===== src/rtl/link_align_pkg.sv =====
// Package: shared constants and types for the multi-link latency aligner.
// Assumes byte-oriented 8b/10b words, where the comma is a K-flagged 0xBC.
package link_align_pkg;
    localparam logic [7:0] COMMA_BYTE = 8'hBC;

    // State of a receive-side arrival measurement
    typedef enum logic {
        MEAS_IDLE  = 1'b0,
        MEAS_ARMED = 1'b1
    } meas_state_t;
endpackage


===== src/rtl/align_tx_launch.sv =====
// Module: align_tx_launch
// Transmit lane. After an align pulse it counts word clocks and, when the
// count equals launch_delay, substitutes a comma word for the payload
// for exactly one cycle.
// Assumes W >= 8 and that align_cmd is a single-cycle pulse.
module align_tx_launch
    import link_align_pkg::*;
#(
    parameter int W  = 8,
    parameter int CW = 8
) (
    input  logic          clk,
    input  logic          rst_n,
    input  logic          align_cmd,
    input  logic [CW-1:0] launch_delay,
    input  logic [W-1:0]  payload,
    output logic [W-1:0]  word_out,
    output logic          k_out
);
    localparam logic [W-1:0] COMMA_W = W'(COMMA_BYTE);

    logic [CW-1:0] lcnt;
    logic          running;
    logic          fire;

    // Purpose: launch happens when the running count meets the schedule
    assign fire = running && (lcnt == launch_delay);

    // Purpose: count from the align pulse until the comma has been launched
    always_ff @(posedge clk) begin
        if (!rst_n) begin
            lcnt    <= '0;
            running <= 1'b0;
        end else if (align_cmd) begin
            lcnt    <= '0;
            running <= 1'b1;
        end else if (fire) begin
            running <= 1'b0;
        end else if (running) begin
            lcnt <= lcnt + 1'b1;
        end
    end

    // Purpose: choose between the payload and the comma
    always_comb begin
        word_out = fire ? COMMA_W : payload;
        k_out    = fire;
    end
endmodule


===== src/rtl/align_rx_measure.sv =====
// Module: align_rx_measure
// Receive lane measurement. After an align pulse it counts word clocks
// until a K-flagged comma arrives. It then latches
// sched_arrival - count as the lane delay, or flags an error when the comma
// is late or the delay does not fit the delay line. A missing comma is
// flagged once the count reaches timeout_lim.
// Assumes DEPTH >= 2 and that align_cmd is a single-cycle pulse.
module align_rx_measure
    import link_align_pkg::*;
#(
    parameter int W     = 8,
    parameter int CW    = 8,
    parameter int DEPTH = 16,
    parameter int DW    = $clog2(DEPTH)
) (
    input  logic          clk,
    input  logic          rst_n,
    input  logic          align_cmd,
    input  logic [CW-1:0] sched_arrival,
    input  logic [CW-1:0] timeout_lim,
    input  logic [W-1:0]  rx_word,
    input  logic          rx_k,
    output logic [DW-1:0] meas_delay,
    output logic          done,
    output logic          err,
    output logic          timeout
);
    localparam logic [W-1:0] COMMA_W  = W'(COMMA_BYTE);
    localparam logic [CW:0]  MAX_TAP  = (CW+1)'(DEPTH - 1);

    meas_state_t   state;
    logic [CW-1:0] acnt;
    logic          hit;
    logic          late;
    logic [CW:0]   need;
    logic          too_big;

    // Purpose: detect the comma and judge the delay it implies
    always_comb begin
        hit     = rx_k && (rx_word == COMMA_W);
        late    = acnt > sched_arrival;
        need    = {1'b0, sched_arrival} - {1'b0, acnt};
        too_big = !late && (need > MAX_TAP);
    end

    // Purpose: arrival counter, delay latch and result flags
    always_ff @(posedge clk) begin
        if (!rst_n) begin
            state      <= MEAS_IDLE;
            acnt       <= '0;
            meas_delay <= '0;
            done       <= 1'b0;
            err        <= 1'b0;
            timeout    <= 1'b0;
        end else if (align_cmd) begin
            state   <= MEAS_ARMED;
            acnt    <= '0;
            done    <= 1'b0;
            err     <= 1'b0;
            timeout <= 1'b0;
        end else if (state == MEAS_ARMED) begin
            if (hit) begin
                state <= MEAS_IDLE;
                if (late || too_big) begin
                    err <= 1'b1;
                end else begin
                    meas_delay <= need[DW-1:0];
                    done       <= 1'b1;
                end
            end else if (acnt == timeout_lim) begin
                state   <= MEAS_IDLE;
                timeout <= 1'b1;
            end else begin
                acnt <= acnt + 1'b1;
            end
        end
    end
endmodule


===== src/rtl/align_delay_line.sv =====
// Module: align_delay_line
// Tapped delay line for one receive lane. Tap 0 is a direct pass-through.
// Tap k is the input from k cycles earlier. A select beyond the last tap
// uses the last tap.
// Assumes DEPTH >= 2.
module align_delay_line #(
    parameter int DATA_W = 9,
    parameter int DEPTH  = 16,
    parameter int DW     = $clog2(DEPTH)
) (
    input  logic              clk,
    input  logic              rst_n,
    input  logic [DATA_W-1:0] din,
    input  logic [DW-1:0]     sel,
    output logic [DATA_W-1:0] dout
);
    logic [DATA_W-1:0] tapv [DEPTH];

    assign tapv[0] = din;

    // Purpose: one register stage per tap beyond the pass-through
    for (genvar k = 1; k < DEPTH; k++) begin : g_stage
        always_ff @(posedge clk) begin
            if (!rst_n) tapv[k] <= '0;
            else        tapv[k] <= tapv[k-1];
        end
    end

    // Purpose: pick the tap that the select names
    always_comb begin
        if (int'(sel) < DEPTH) dout = tapv[sel];
        else                   dout = tapv[DEPTH-1];
    end
endmodule


===== src/rtl/link_align_top.sv =====
// Module: link_align_top
// Multi-link latency aligner. For every lane it has a transmit launcher, a
// receive arrival measurement and a tapped receive delay line. The global
// use_fixed select applies either the measured delay of each lane or one
// fixed delay to all lanes.
// Assumes lanes are packed lane 0 in the low bits, and that the delay line
// depth fits the arrival spread to be absorbed.
module link_align_top
    import link_align_pkg::*;
#(
    parameter int NLINKS = 4,
    parameter int W      = 8,
    parameter int DEPTH  = 16,
    parameter int CW     = 8,
    localparam int DW    = $clog2(DEPTH)
) (
    input  logic                clk,
    input  logic                rst_n,
    input  logic                align_cmd,
    input  logic [CW-1:0]       launch_delay,
    input  logic [CW-1:0]       sched_arrival,
    input  logic [CW-1:0]       timeout_lim,
    input  logic                use_fixed,
    input  logic [DW-1:0]       fixed_delay,
    input  logic [NLINKS*W-1:0] tx_payload,
    output logic [NLINKS*W-1:0] tx_word,
    output logic [NLINKS-1:0]   tx_kflag,
    input  logic [NLINKS*W-1:0] rx_word,
    input  logic [NLINKS-1:0]   rx_kflag,
    output logic [NLINKS*W-1:0] rx_aligned,
    output logic [NLINKS-1:0]   rx_aligned_k,
    output logic [NLINKS*DW-1:0] meas_delay,
    output logic [NLINKS-1:0]   align_done,
    output logic [NLINKS-1:0]   align_err,
    output logic [NLINKS-1:0]   align_timeout
);
    for (genvar i = 0; i < NLINKS; i++) begin : g_lane
        logic [DW-1:0] lane_meas;
        logic [DW-1:0] lane_sel;
        logic [W:0]    lane_out;

        align_tx_launch #(.W(W), .CW(CW)) u_tx (
            .clk          (clk),
            .rst_n        (rst_n),
            .align_cmd    (align_cmd),
            .launch_delay (launch_delay),
            .payload      (tx_payload[i*W +: W]),
            .word_out     (tx_word[i*W +: W]),
            .k_out        (tx_kflag[i])
        );

        align_rx_measure #(.W(W), .CW(CW), .DEPTH(DEPTH), .DW(DW)) u_meas (
            .clk           (clk),
            .rst_n         (rst_n),
            .align_cmd     (align_cmd),
            .sched_arrival (sched_arrival),
            .timeout_lim   (timeout_lim),
            .rx_word       (rx_word[i*W +: W]),
            .rx_k          (rx_kflag[i]),
            .meas_delay    (lane_meas),
            .done          (align_done[i]),
            .err           (align_err[i]),
            .timeout       (align_timeout[i])
        );

        // Purpose: source select between measured and programmed delay
        assign lane_sel = use_fixed ? fixed_delay : lane_meas;

        align_delay_line #(.DATA_W(W+1), .DEPTH(DEPTH), .DW(DW)) u_dly (
            .clk   (clk),
            .rst_n (rst_n),
            .din   ({rx_kflag[i], rx_word[i*W +: W]}),
            .sel   (lane_sel),
            .dout  (lane_out)
        );

        assign rx_aligned[i*W +: W]   = lane_out[W-1:0];
        assign rx_aligned_k[i]        = lane_out[W];
        assign meas_delay[i*DW +: DW] = lane_meas;
    end
endmodule


===== config.mk =====
export PLATFORM = sky130hd
export DESIGN_NAME = link_align_top
export DESIGN_NICKNAME = d
export VERILOG_FILES = /design/src/rtl/link_align_pkg.sv /design/src/rtl/align_tx_launch.sv /design/src/rtl/align_rx_measure.sv /design/src/rtl/align_delay_line.sv /design/src/rtl/link_align_top.sv
export SDC_FILE = /design/constraint.sdc
export NUM_CORES = 1
export LEC_CHECK = 0
export BUFFER_PORTS_ARGS = -buffer_cell sky130_fd_sc_hd__buf_2
export CORE_UTILIZATION = 60
export CTS_CLUSTER_SIZE = 16
export DETAILED_ROUTE_END_ITERATION = 10
export PLACE_DENSITY = 0.8
export SYNTH_ARGS = -nofsm -noshare
export SYNTH_HDL_FRONTEND = slang
export SYNTH_SLANG_ARGS = --single-unit

===== constraint.sdc =====
create_clock -name clk -period 5.41 [get_ports clk]
set_clock_uncertainty 0.15 [all_clocks]
set_input_delay 1.082 -clock clk [delete_from_list [all_inputs] [get_ports clk]]
set_output_delay 1.082 -clock clk [all_outputs]
set_load 0.005 [all_outputs]

# [Word-level counts from Yosys, hierarchy flattened]
# Cells that the tools add are included.
[classes] add_sub_neg=12 bitwise=22 div_mod_pow=0 n_mul=0 order_cmp=12 shifts=0 reduce_logical=49 n_mux=44 n_eq_ne=12
[op_table] operator="$bmux 9 s4" count=4
[op_table] operator="$mux 9" count=8
[op_table] operator="$add 8x1->8 const B" count=8
[op_table] operator="$eq 8x8->1" count=8
[op_table] operator="$reduce_and 3->1" count=16
[op_table] operator="$gt 9x4->1 const B" count=4
[op_table] operator="$sub 8x8->9" count=4
[op_table] operator="$eq 8x8->1 const B" count=4
[op_table] operator="$gt 8x8->1" count=4
[op_table] operator="$mux 8" count=4
[op_table] operator="$mux 1" count=24
[op_table] operator="$ge 5x5->1 const B" count=4
[op_table] operator="$not 4->5" count=4
[op_table] operator="$not 1->1" count=18
[op_table] operator="$mux 4" count=4
[op_table] operator="$reduce_and 4->1" count=4
[op_table] operator="$logic_and 1x1->1" count=12
[op_table] operator="$reduce_and 2->1" count=4
[op_table] operator="$reduce_bool 2->1" count=4
[op_table] operator="$logic_not 1->1" count=4
[op_table] operator="$logic_or 1x1->1" count=4
[op_table] operator="$reduce_or 2->1" count=1
[totals] output_inout_bits=100 ramBits=0 n_memories=0 register_bits=640 input_bits=100 latchBits=0 rom_bits=0

# [Longest topological paths before layout]
[depth] ltp_word=6 mapped_depth=9

# [Cells and area by module]
# A second synthesis with hierarchy kept.
[unflattened] cells_unflattened=2307 hier_area_um2=26275.2
[modules_own_cells] mod="align_delay_line" seq_area_each_um2=2702.6 instances=4 area_per_inst_um2=4765.8 cells_each=363
[modules_own_cells] mod="align_tx_launch" seq_area_each_um2=180.2 instances=4 area_per_inst_um2=575.6 cells_each=71
[modules_own_cells] mod="align_rx_measure (g_lane[1].u_meas ...)" seq_area_each_um2=320.3 instances=2 area_per_inst_um2=1148.6 cells_each=136
[modules_own_cells] mod="align_rx_measure (g_lane[3].u_meas)" seq_area_each_um2=320.3 instances=1 area_per_inst_um2=1191.1 cells_each=137
[modules_own_cells] mod="align_rx_measure (g_lane[0].u_meas)" seq_area_each_um2=320.3 instances=1 area_per_inst_um2=1172.4 cells_each=144
[modules_own_cells] mod="link_align_top" seq_area_each_um2=0.0 instances=1 area_per_inst_um2=249.0 cells_each=18

# [Worst setup path before layout]
# Ideal clock, no wire load.
[synth_timing] kind="input to output" from="input use_fixed" to="output rx_aligned[22]" n_path_buf=3 required_time_ns=4.178 slack_ns=1.340 stages=8 arrival_time_ns=2.838 cell_sequence="buf_6 -> buf_12 -> mux2i_4 -> buf_6 -> mux4_2 -> and2_1 -> a211oi_1 -> a31oi_1"
[synth_between] elab_chain_len=5
[synth_lines] element="start, declared" line="link_align_top.sv:23" text="input logic use_fixed,"
[synth_lines] element="$mux 4" line="link_align_top.sv:67" text="assign lane_sel = use_fixed ? fixed_delay : lane_meas;"
[synth_lines] element="$not 4->5 (not written as such)" line="align_delay_line.sv:31" text="if (int'(sel) < DEPTH) dout = tapv[sel];"
[synth_lines] element="$bmux 9 s4" line="align_delay_line.sv:31"
[synth_lines] element="$mux 9 (not written as such) (2 in series)" line="align_delay_line.sv:31"
[synth_lines] element="end, declared" line="link_align_top.sv:30" text="output logic [NLINKS*W-1:0] rx_aligned,"
# Every way passes these cells. The select of a mux whose other input is x is not followed.

# [Worst setup path after layout]
[layout_timing] from="input use_fixed" to="output rx_aligned[19]"
# The elaborated chain is that of the path after synthesis.

==> parameters.txt <==
Parameter                              Value

Power and ir drop
  Share of total power consumed by net switching ... 0.224
  Power share of the combinational group ... 0.064
  Switching Power ... 2.24 mW
  Power per Cell Area ... 337 mW/mm2
  Clock network power share ... 0.458
  Static leakage ... 12.3 nW
  Int Pwr ... 7.77 mW
  Reg power frac ... 0.479
  Largest vdd supply drop ... 0.230 mV

STA
  RSZ-0062 raised after global routing ... false
  Max transition margin ... 0.356
  Slew at the pin closest to its max-slew limit ... 0.957 ns
  Worst hold slack ... 0.291 ns
  Fin crit share ... 0.876
  Final slew viol count ... 0
  Upper clock frequency limit ... 0.211 GHz
  Setup Total Neg Slack ... 0 ns
  Minimum clock period after layout ... 4.74 ns
  Number of hold violations in the final report ... 0
  Final setup vio count ... 0

Clock network
  CTS tree ... built
  Setup Fix Bufs, Post-CTS ... 0
  Root cell of the clock tree ... sky130_fd_sc_hd__clkbuf_16
  Max H-tree Level ... 3
  # clock sinks ... 640
  Number of buffers inserted for hold repair after clock tree synthesis ... 0
  Clock slew at the register clock pins of the worst setup and hold paths ... 0.06 ns
  Clock latency of the later-clocked register in the worst-skew pair ... 0.59 ns
  Post-CTS sizing ... 0
  Buffer levels on the longest clock path ... 3
  Clock buffer count from CTS ... 67

Yosys
  Cell type with the highest aggregate area in the netlist ... sky130_fd_sc_hd__dfxtp_1
  Gate count of the mapped netlist ... 2358
  Leading cell type by number of instances after synthesis ... sky130_fd_sc_hd__dfxtp_1
  Summed instance area of the synthesized netlist ... 0.0261 mm2
  Post-synth top flop ... sky130_fd_sc_hd__dfxtp_1
  Count of cell types in the netlist ... 63
  Top cells by area, synth ... sky130_fd_sc_hd__dfxtp_1, sky130_fd_sc_hd__and2_1, sky130_fd_sc_hd__mux4_2
  Warning count from the yosys run ... 0
  Number of flops mapped to enable cells by yosys ... 0
  Mean instance size in the synthesized netlist ... 11.1 um2
  Syn_nets ... 2506
  Portion of the post-synthesis area used by sequential elements ... 0.492
  Async set-reset flop share out of synthesis ... 0
  Top-area cell type share of the netlist area ... 0.492
  Top cells by count, synth ... sky130_fd_sc_hd__dfxtp_1, sky130_fd_sc_hd__and2_1, sky130_fd_sc_hd__nand2_1
  Total of flip-flops plus latches after synthesis ... 640

Cells and area
  Final cell utilization of the core ... 0.699
  Layout cell share with drive strength beyond 1 ... 0.183
  Final instance area ... 0.0297 mm2
  P&R area growth vs syn ... 13.8%
  Number of nets in the finished design ... 2658

Worst setup path
  Worst-path cell with the longest stage delay ... sky130_fd_sc_hd__mux4_1
  Worst Setup Start Kind ... input pin
  Highest net fanout along the worst path ... 36
  Cell family with the largest share of critical-path delay ... buffers and inverters
  Endpoint type of the worst setup path ... output pin
  Worst path buffer plus inverter count ... 4
  Cell occurring most often along the worst timing path ... sky130_fd_sc_hd__buf_2
  Required time at the endpoint of the critical path ... 4.18 ns
  Startpoint-to-endpoint class of the critical path ... in2out
  Ordered list of cells on the worst path ... buf_2 -> buf_4 -> mux2i_4 -> buf_12 -> mux4_1 -> and2_1 -> a211oi_1 -> a31oi_1 -> buf_2
  Delay of the slowest critical-path stage ... 0.57 ns
  Arrival time of data at the critical path endpoint ... 3.51 ns

GRT
  Number of global-route vias before repair ... 17.7k
  Pin count of the biggest net entering global routing ... 220
  Global-route wire length before repair ... 89.3 mm
  Number of antenna violations at the first check in global routing ... 1
  Overall track demand over capacity in global routing ... 0.252
  Gr ovfl total ... 0

Flow run
  Number of max-capacitance violations reported ... 0

Floorplan
  Die Area ... 0.0443 mm2
  Core area ... 0.0424 mm2
  Die Height ... 210 um
  Effective utilization at floorplan ... 0.614
  I/O pins ... 200
  Row count ... 75
  X dimension of the die ... 210 um

Route
  Vias post-DR ... 17.4k
  Router iterations before antenna repair ... 5
  Vias per cell ... 5.53
  Residual antenna-violating net count after detailed routing ... 0
  Remaining routing DRC violations ... 0
  Iteration-0 DRC count of the detailed router ... 1072
  Avg WL per Cell ... 17.4 um
  Routed WL ... 54.7 mm

Placement
  Placed standard-cell area ... 0.0274 mm2
  Last weighted congestion value of the routability-driven placer ... 0.848
  Port-buffer cells ... 199
  Detailed placer's ending HPWL ... 35.7 mm

Outcome
  Status ... finished, final reports clean

Min path
  Classification of the worst-slack hold path ... reg2reg
-- final timing paths --
kind / from / depth (start not counted) / end / slack [ns]
worst min-delay path: g_lane[0].u_dly.tapv[54]$_SDFF_PN0_ / 1 / g_lane[0].u_dly.tapv[45]$_SDFF_PN0_ / 0.29
worst max-delay path: use_fixed / 9 / rx_aligned[19] / 0.67
worst min register to register: g_lane[0].u_dly.tapv[54]$_SDFF_PN0_ / 1 / g_lane[0].u_dly.tapv[45]$_SDFF_PN0_ / 0.29
worst max register to register: g_lane[2].u_meas.acnt[2]$_SDFFE_PP0P_ / 8 / g_lane[2].u_meas.meas_delay[3]$_SDFFE_PN0P_ / 2.50
-- cells by family (layout without fill, tap and decap cells) --
family / count (synthesis) / count (layout) / synth area share
compound gates: 198 / 198 / 0.0506
xor+xnor: 124 / 124 / 0.0417
fa+ha+maj: 48 / 48 / 0.0242
buf+inv: 209 / 410 / 0.0387
flops: 640 / 640 / 0.492
mux: 171 / 171 / 0.142
other cells: 0 / 3 / 0
simple gates: 968 / 968 / 0.211
-- stage by stage --
stage	setup WS, ns	total power, mW	std cells
finish	0.671	10.0	3139
global route	0.531	10.4	3136
CTS	0.623	10.1	3136
detailed placement	0.627	5.53	3018
global placement	0.716	5.51	3018
floorplan	1.34	5.32	2358
-- power by group through the flow --
stage	Clock, mW	Combinational [mW]	Sequential [mW]
detailed placement	0	0.635	4.90
finish	4.58	0.637	4.79
floorplan	0	0.433	4.89
global route	4.86	0.695	4.80
CTS	4.66	0.640	4.79
global placement	0	0.619	4.89
-- cells in the final DEF, fill, tap and decap left out, types with 12 or more instances in the layout --
| cell | netlist | layout |
|---|---|---|
| sky130_fd_sc_hd__nand4_1 | 51 | 51 |
| sky130_fd_sc_hd__xnor2_1 | 91 | 91 |
| sky130_fd_sc_hd__buf_2 | 23 | 198 |
| sky130_fd_sc_hd__mux4_1 | 38 | 38 |
| sky130_fd_sc_hd__mux2i_1 | 17 | 15 |
| sky130_fd_sc_hd__inv_1 | 56 | 56 |
| sky130_fd_sc_hd__nand2b_1 | 32 | 32 |
| sky130_fd_sc_hd__a21oi_1 | 35 | 35 |
| sky130_fd_sc_hd__clkbuf_8 | 0 | 12 |
| sky130_fd_sc_hd__nor2_1 | 110 | 110 |
| sky130_fd_sc_hd__nand3_1 | 13 | 13 |
| sky130_fd_sc_hd__a31oi_1 | 48 | 48 |
| sky130_fd_sc_hd__mux4_2 | 106 | 106 |
| sky130_fd_sc_hd__ha_1 | 44 | 44 |
| sky130_fd_sc_hd__xor2_1 | 33 | 33 |
| sky130_fd_sc_hd__clkbuf_16 | 0 | 68 |
| sky130_fd_sc_hd__and2_1 | 591 | 591 |
| sky130_fd_sc_hd__o21ai_0 | 22 | 22 |
| sky130_fd_sc_hd__a211oi_1 | 40 | 40 |
| sky130_fd_sc_hd__buf_4 | 26 | 27 |
| sky130_fd_sc_hd__nand2_1 | 112 | 111 |
| sky130_fd_sc_hd__dfxtp_1 | 640 | 640 |
-- flip-flops by register name, indices dropped and copies added, names as in the netlist --
register,count
g_lane.u_dly.tapv,540
g_lane.u_meas.acnt,32
g_lane.u_tx.lcnt,32
g_lane.u_meas.meas_delay,16
g_lane.u_meas.done,4
g_lane.u_meas.err,4
g_lane.u_meas.state,4
g_lane.u_meas.timeout,4
g_lane.u_tx.running,4
-- layer usage --
metal,vias to the layer above,global-route usage,share of wire
met1,8506,0.332,0.45
met2,393,0.423,0.48
met3,109,0.0359,0.046
li1,8345,-,-
met4,0,0.0947,0.028
met5,-,0,0
-- cell type report --
| cell class | count | area, um2 |
|---|---|---|
| clock inverters | 28 | 312 |
| well taps | 577 | 722 |
| diodes | 3 | 7.51 |
| repair buffers | 235 | 1390 |
| multi-input cells | 1509 | 12300 |
| flip-flops and latches | 640 | 12800 |
| fillers | 3069 | 12800 |
| clock buffers | 90 | 1900 |
| inverters | 57 | 214 |
Note: power is estimated with default switching activity, not from simulation.
